<file path="src/rtl/nvm_rbc_pkg.sv">
package nvm_rbc_pkg;
  localparam logic [1:0] MODE_ROWFLAG = 2'd0;
  localparam logic [1:0] MODE_BLKFLAG = 2'd1;
  localparam logic [1:0] MODE_BYPASS  = 2'd2;

  typedef enum logic [2:0] {
    ST_IDLE,
    ST_FLUSH,
    ST_OPEN,
    ST_APPLY,
    ST_DIRECT,
    ST_HOLD
  } ctrl_st_e;
endpackage

</file>
<file path="src/rtl/nvm_rbc_wbsel.sv">
module nvm_rbc_wbsel
  import nvm_rbc_pkg::*;
#(
  parameter int NBLK = 4
) (
  input  logic [1:0]      mode,
  input  logic            row_open,
  input  logic            row_dirty,
  input  logic [NBLK-1:0] blk_dirty,
  output logic [NBLK-1:0] flush_mask
);
  for (genvar g = 0; g < NBLK; g++) begin : g_blk
    always_comb begin
      if (!row_open || mode == MODE_BYPASS) flush_mask[g] = 1'b0;
      else if (mode == MODE_BLKFLAG)        flush_mask[g] = blk_dirty[g];
      else                                  flush_mask[g] = row_dirty;
    end
  end
endmodule

</file>
<file path="src/rtl/nvm_rbc_lowbit.sv">
module nvm_rbc_lowbit #(
  parameter int NBLK  = 4,
  localparam int IDX_W = (NBLK > 1) ? $clog2(NBLK) : 1
) (
  input  logic [NBLK-1:0] vec,
  output logic [IDX_W-1:0] idx,
  output logic             any
);
  always_comb begin
    idx = '0;
    any = 1'b0;
    for (int i = NBLK - 1; i >= 0; i--) begin
      if (vec[i]) begin
        idx = IDX_W'(i);
        any = 1'b1;
      end
    end
  end
endmodule

</file>
<file path="src/rtl/nvm_rbc_lat.sv">
module nvm_rbc_lat #(
  parameter int NBLK      = 4,
  parameter int CONF_LAT  = 125,
  parameter int PULSE_LAT = 25,
  parameter int LAT_W     = 16
) (
  input  logic [NBLK-1:0]  mask,
  output logic [LAT_W-1:0] total
);
  logic [LAT_W-1:0] nset;
  always_comb begin
    nset = '0;
    for (int i = 0; i < NBLK; i++) nset = nset + LAT_W'(mask[i]);
    total = LAT_W'(CONF_LAT) + nset * LAT_W'(PULSE_LAT);
  end
endmodule

</file>
<file path="src/rtl/nvm_rowbuf_ctrl.sv">
module nvm_rowbuf_ctrl
  import nvm_rbc_pkg::*;
#(
  parameter int ROW_W     = 4,
  parameter int NBLK      = 4,
  parameter int DATA_W    = 16,
  parameter int HIT_LAT   = 75,
  parameter int CONF_LAT  = 125,
  parameter int PULSE_LAT = 25,
  parameter int CNT_W     = 16,
  localparam int BLK_W    = (NBLK > 1) ? $clog2(NBLK) : 1,
  localparam int ROW_DW   = NBLK * DATA_W,
  localparam int LAT_W    = $clog2(CONF_LAT + NBLK * PULSE_LAT + HIT_LAT + 2)
) (
  input  logic              clk,
  input  logic              rst,
  input  logic [1:0]        mode,
  input  logic              req_valid,
  output logic              req_ready,
  input  logic              req_we,
  input  logic [ROW_W-1:0]  req_row,
  input  logic [BLK_W-1:0]  req_blk,
  input  logic [DATA_W-1:0] req_wdata,
  output logic              done,
  output logic [DATA_W-1:0] rd_data,
  output logic              arr_act,
  output logic              arr_wr,
  output logic [ROW_W-1:0]  arr_row,
  output logic [BLK_W-1:0]  arr_blk,
  output logic [DATA_W-1:0] arr_wdata,
  input  logic [ROW_DW-1:0] arr_rdata,
  output logic [CNT_W-1:0]  cnt_hit,
  output logic [CNT_W-1:0]  cnt_conf,
  output logic [CNT_W-1:0]  cnt_wb
);
  ctrl_st_e          st_q;
  logic              open_q, row_dirty_q;
  logic [ROW_W-1:0]  open_row_q;
  logic [NBLK-1:0]   blk_dirty_q, pend_q;
  logic [DATA_W-1:0] rbuf [NBLK];
  logic              r_we;
  logic [ROW_W-1:0]  r_row;
  logic [BLK_W-1:0]  r_blk;
  logic [DATA_W-1:0] r_wdata;
  logic [LAT_W-1:0]  remain_q, pulse_q, conf_total;
  logic [NBLK-1:0]   flush_mask;
  logic [BLK_W-1:0]  next_blk;
  logic              pend_any, is_hit, is_bypass;

  assign is_hit    = open_q && (open_row_q == req_row);
  assign is_bypass = (mode == MODE_BYPASS);

  nvm_rbc_wbsel #(.NBLK(NBLK)) wbsel_i (
    .mode(mode), .row_open(open_q), .row_dirty(row_dirty_q),
    .blk_dirty(blk_dirty_q), .flush_mask(flush_mask)
  );

  nvm_rbc_lowbit #(.NBLK(NBLK)) lowbit_i (
    .vec(pend_q), .idx(next_blk), .any(pend_any)
  );

  nvm_rbc_lat #(.NBLK(NBLK), .CONF_LAT(CONF_LAT), .PULSE_LAT(PULSE_LAT),
                .LAT_W(LAT_W)) lat_i (
    .mask(flush_mask), .total(conf_total)
  );

  always_ff @(posedge clk) begin
    if (rst) begin
      st_q        <= ST_IDLE;
      req_ready   <= 1'b1;
      done        <= 1'b0;
      rd_data     <= '0;
      arr_act     <= 1'b0;
      arr_wr      <= 1'b0;
      arr_row     <= '0;
      arr_blk     <= '0;
      arr_wdata   <= '0;
      open_q      <= 1'b0;
      open_row_q  <= '0;
      row_dirty_q <= 1'b0;
      blk_dirty_q <= '0;
      pend_q      <= '0;
      remain_q    <= '0;
      pulse_q     <= '0;
      r_we        <= 1'b0;
      r_row       <= '0;
      r_blk       <= '0;
      r_wdata     <= '0;
      cnt_hit     <= '0;
      cnt_conf    <= '0;
      cnt_wb      <= '0;
    end else begin
      done    <= 1'b0;
      arr_act <= 1'b0;
      arr_wr  <= 1'b0;
      if (st_q != ST_IDLE && remain_q != '0) remain_q <= remain_q - 1'b1;
      case (st_q)
        ST_IDLE: begin
          if (req_valid) begin
            req_ready <= 1'b0;
            r_we      <= req_we;
            r_row     <= req_row;
            r_blk     <= req_blk;
            r_wdata   <= req_wdata;
            if (is_bypass && req_we) begin
              st_q     <= ST_DIRECT;
              remain_q <= LAT_W'(PULSE_LAT - 1);
            end else if (is_hit) begin
              st_q     <= ST_APPLY;
              remain_q <= LAT_W'(HIT_LAT - 1);
              cnt_hit  <= cnt_hit + 1'b1;
            end else begin
              st_q     <= ST_FLUSH;
              remain_q <= conf_total - 1'b1;
              pend_q   <= flush_mask;
              pulse_q  <= '0;
              cnt_conf <= cnt_conf + 1'b1;
            end
          end
        end
        ST_FLUSH: begin
          if (pulse_q != '0) begin
            pulse_q <= pulse_q - 1'b1;
          end else if (pend_any) begin
            arr_wr           <= 1'b1;
            arr_row          <= open_row_q;
            arr_blk          <= next_blk;
            arr_wdata        <= rbuf[next_blk];
            pend_q[next_blk] <= 1'b0;
            pulse_q          <= LAT_W'(PULSE_LAT - 1);
            cnt_wb           <= cnt_wb + 1'b1;
          end else begin
            arr_act <= 1'b1;
            arr_row <= r_row;
            st_q    <= ST_OPEN;
          end
        end
        ST_OPEN: begin
          for (int i = 0; i < NBLK; i++) rbuf[i] <= arr_rdata[i*DATA_W +: DATA_W];
          open_q      <= 1'b1;
          open_row_q  <= r_row;
          row_dirty_q <= 1'b0;
          blk_dirty_q <= '0;
          st_q        <= ST_APPLY;
        end
        ST_APPLY: begin
          if (r_we) begin
            rbuf[r_blk]        <= r_wdata;
            row_dirty_q        <= 1'b1;
            blk_dirty_q[r_blk] <= 1'b1;
          end else begin
            rd_data <= rbuf[r_blk];
          end
          st_q <= ST_HOLD;
        end
        ST_DIRECT: begin
          arr_wr    <= 1'b1;
          arr_row   <= r_row;
          arr_blk   <= r_blk;
          arr_wdata <= r_wdata;
          if (open_q && open_row_q == r_row) rbuf[r_blk] <= r_wdata;
          st_q <= ST_HOLD;
        end
        ST_HOLD: begin
          if (remain_q == '0) begin
            done      <= 1'b1;
            req_ready <= 1'b1;
            st_q      <= ST_IDLE;
          end
        end
        default: st_q <= ST_IDLE;
      endcase
    end
  end
endmodule

</file>
<file path="config.mk">
export PLATFORM = sky130hd
export DESIGN_NAME = nvm_rowbuf_ctrl
export DESIGN_NICKNAME = d
export VERILOG_FILES = /design/src/rtl/nvm_rbc_pkg.sv /design/src/rtl/nvm_rbc_wbsel.sv /design/src/rtl/nvm_rbc_lowbit.sv /design/src/rtl/nvm_rbc_lat.sv /design/src/rtl/nvm_rowbuf_ctrl.sv
export SDC_FILE = /design/constraint.sdc
export NUM_CORES = 1
export LEC_CHECK = 0
export CAP_MARGIN = 40
export CORE_UTILIZATION = 35
export CTS_CLUSTER_DIAMETER = 150
export DETAILED_ROUTE_END_ITERATION = 12
export SLEW_MARGIN = 20
export SYNTH_ARGS = -nofsm -noshare
export SYNTH_HDL_FRONTEND = slang
export SYNTH_SLANG_ARGS = --single-unit
</file>
<file path="constraint.sdc">
create_clock -name clk -period 3.65 [get_ports clk]
set_input_delay 0.365 -clock clk [delete_from_list [all_inputs] [get_ports clk]]
set_output_delay 0.365 -clock clk [all_outputs]
set_load 0.05 [all_outputs]
</file>
==> results.json <==
{
  "die-area_um2": 30390,
  "final_cell_area_um2": 13470,
  "hold_class": "in -> reg",
  "io_pins": 182,
  "final_cell_mix": "180 x clkdlybuf4s50_1, 148 x dfxtp_1, 125 x nand2_1",
  "holdCritStartpoint": "rst",
  "clock-sinks": 212,
  "yosys_warnings": 0,
  "fin_crit_sh": 0.9392,
  "firstDrtPassIters": 5,
  "ant_nets": 0,
  "tritoncts": "done",
  "critPathSlowestCell": "clkdlybuf4s50_1",
  "fp.dieW_um": 174.3,
  "finalHoldViolations": 0,
  "final_common_cell": "clkdlybuf4s50_1",
  "antenna_cells": 0,
  "drc_errors": 0,
  "syn-num-nets": 1153,
  "outcome": "complete, no violations",
  "crit_start": "mode[0]",
  "ys_ff_latch": 212,
  "die_y_um": 174.3,
  "cts_post_setup_buffers_inserted": 0,
  "post_drt_wl_per_cell_um": 19.58,
  "ys_types": 71,
  "netlist_area_um2": 10390,
  "wirelength_mm": 31.84,
  "cts_hold_buffers": 0,
  "post_cts_resized": 0,
  "clk_pin_slew_ns": 0.06,
  "start_kind": "input port",
  "grt.total_usage": 0.2064,
  "synth_cells": 1044,
  "path_max_fanout": 4,
  "finalSetupTns_ns": 0,
  "path_class": "in -> reg",
  "gp_congestion": 0.8104,
  "grt-ovfl-total": 0,
  "slew_viol_final": 0,
  "synth-async-reset-ratio": 0,
  "cts-root-buf": "clkbuf_16",
  "clockBufferDepth": 3,
  "core_area_um2": 28940,
  "synth-edff-count": 64,
  "register_area_um2": 4885,
  "fin_crit_ns": 3.428,
  "grt_pass1_wl_mm": 49.01,
  "rsz0062_at_grt": "no",
  "yosysSeqAreaShare": 0.4700,
  "relSlewSlack": 0.4401,
  "clock_latency_ns": 0.53,
  "fmax_ghz": 0.2917,
  "power_mw": 7.951,
  "antenna_found_initial": 0,
  "arrival_ns": 3.83,
  "layout-drive-gt1-share": 0.1490,
  "vias_per_cell": 5.442,
  "synthFlopType": "dfxtp_1",
  "fin_nets": 1334,
  "io_buffers": 181,
  "required_ns": 4.05,
  "syn_to_final_growth_pct": 29.58,
  "drt_iter0_drc": 670,
  "report.final.setup_viol": 0,
  "critPathMaxStageDelay_ns": 0.52,
  "regToRegStartpoint": "open_q",
  "syn_avg_cell_area_um2": 9.956,
  "max-cap-violations": 0,
  "fillers": 2698,
  "multi_input_area_um2": 5199,
  "post-dp-hpwl_mm": 21.63,
  "place_area_um2": 12740,
  "worstSetupEndpointType": "flop",
  "worst_slew_pin_slew_ns": 0.8398,
  "power.static_leakage_nw": 4.596,
  "first_global_vias": 8453,
  "grt_max_degree": 65,
  "start_util": 0.3592,
  "cpMostUsedCell": "ha_1",
  "vdd_drop_max_mv": 0.3955,
  "cts-buffers-inserted": 24,
  "crit_chain": "clkdlybuf4s50_1 > nor2b_1 > nand2_1 > a21oi_1 > ha_1 > inv_1 > fa_1 > ha_1 > inv_1 > nand2_1 > ha_1 > ha_1 > ha_1 > a31oi_1 > xnor2_1 > o2bb2ai_1",
  "timing.hold.ws_ns": 0.2782,
  "fin_skew_ns": 0.02223,
  "p_per_area_nw_per_um2": 590.4,
  "cts_max_level": 1,
  "vias": 8849,
  "rows": 62
}
final timing paths:
kind / slack [ns] / depth (start not counted) / to
worst max-delay path: 0.22 / 16 / remain_q[7]
worst min-delay path: 0.28 / 2 / arr_wr
worst max register to register: 0.49 / 14 / remain_q[7]
worst min register to register: 0.45 / 2 / rd_data[12]
registers in the layout, indices dropped and copies added (netlist names), 9 cells and up:
signal,flops
r_wdata,16
rbuf,64
cnt_hit,16
rd_data,16
pulse_q,9
arr_wdata,16
cnt_conf,16
remain_q,9
cnt_wb,16
kinds of logic (layout without fill, tap and decap cells):
kind of cell / count (synthesis) / in the layout / share of synthesized area
fa+ha+maj: 17 / 17 / 0.02119
flops: 212 / 212 / 0.4700
mux: 97 / 97 / 0.1216
buf+inv: 84 / 282 / 0.03322
simple gates: 370 / 370 / 0.1811
xor+xnor: 48 / 48 / 0.04045
compound gates: 216 / 216 / 0.1325
per-stage QoR:
step	util	setup WS [ns]	cells
2_1_floorplan	-	0.5272	1044
3_5_place_dp	0.4402	-0.2233	1581
5_1_grt	0.4655	0.06551	1626
4_1_cts	0.4649	0.2444	1624
3_3_place_gp	0.4392	-0.02122	1579
6_report	0.4655	0.2218	1626
cell usage after synthesis (all sizes together) (3+ instances only):
cell type / n / area share
a31o: 3 / 0.0025
xnor2: 21 / 0.018
nor2: 87 / 0.032
a32oi: 5 / 0.0042
and3: 12 / 0.0072
a22oi: 8 / 0.0058
a222oi: 11 / 0.011
nor3: 21 / 0.011
mux2: 74 / 0.080
o21ai: 41 / 0.020
nand3: 36 / 0.017
a22o: 6 / 0.0051
o211ai: 5 / 0.0036
xor2: 27 / 0.023
nand2: 126 / 0.046
nor4: 5 / 0.0063
ha: 16 / 0.019
nor4b: 6 / 0.0065
a31oi: 4 / 0.0024
nor2b: 3 / 0.0018
mux2i: 7 / 0.0067
nand3b: 3 / 0.0022
and2: 9 / 0.0054
and4: 7 / 0.0059
buf: 18 / 0.0094
nor3b: 3 / 0.0022
mux4: 16 / 0.035
a21oi: 90 / 0.044
dfxtp: 148 / 0.29
nand2b: 8 / 0.0048
a311oi: 5 / 0.0042
or3: 13 / 0.0078
inv: 18 / 0.0065
nand4: 18 / 0.015
a211oi: 14 / 0.010
edfxtp: 64 / 0.18
o31ai: 8 / 0.0058
clkbuf: 47 / 0.017
or4: 6 / 0.0043
where the power goes:
part | total, mW | internal (mW) | leakage [nW] | switching, mW
clock network | 2.26 | 1.28 | 0.345 | 0.976
registers | 3.14 | 2.79 | 1.78 | 0.344
logic | 2.55 | 0.979 | 2.47 | 1.58
cell type report:
| cell class | count | share of cell area |
|---|---|---|
| Inverter | 19 | 0.005295 |
| Multi-Input combinational cell | 748 | 0.3860 |
| Clock inverter | 3 | 0.001858 |
| Clock buffer | 40 | 0.05128 |
| Tap cell | 384 | 0.03567 |
| Sequential cell | 212 | 0.3627 |
| Timing Repair Buffer | 220 | 0.1572 |
critical path: cells and delay by family:
| family | cells | cell delay [ns] |
|---|---|---|
| AO/OA/AOI/OAI | 3 | 0.63 |
| XOR/XNOR | 1 | 0.11 |
| adder cells (fa/ha/maj) | 6 | 1.66 |
| buffers and inverters | 3 | 0.67 |
| AND/OR/NAND/NOR | 3 | 0.40 |
per-layer routing:
metal / vias up / routed length, µm / track usage
li1: 4195 / - / -
met1: 4259 / 14330 / 0.2820
met2: 350 / 14660 / 0.3345
met3: 45 / 2227 / 0.03609
met4: 0 / 622 / 0.05592
met5: - / 0 / 0
No activity file was read; power rests on OpenSTA's default activity.
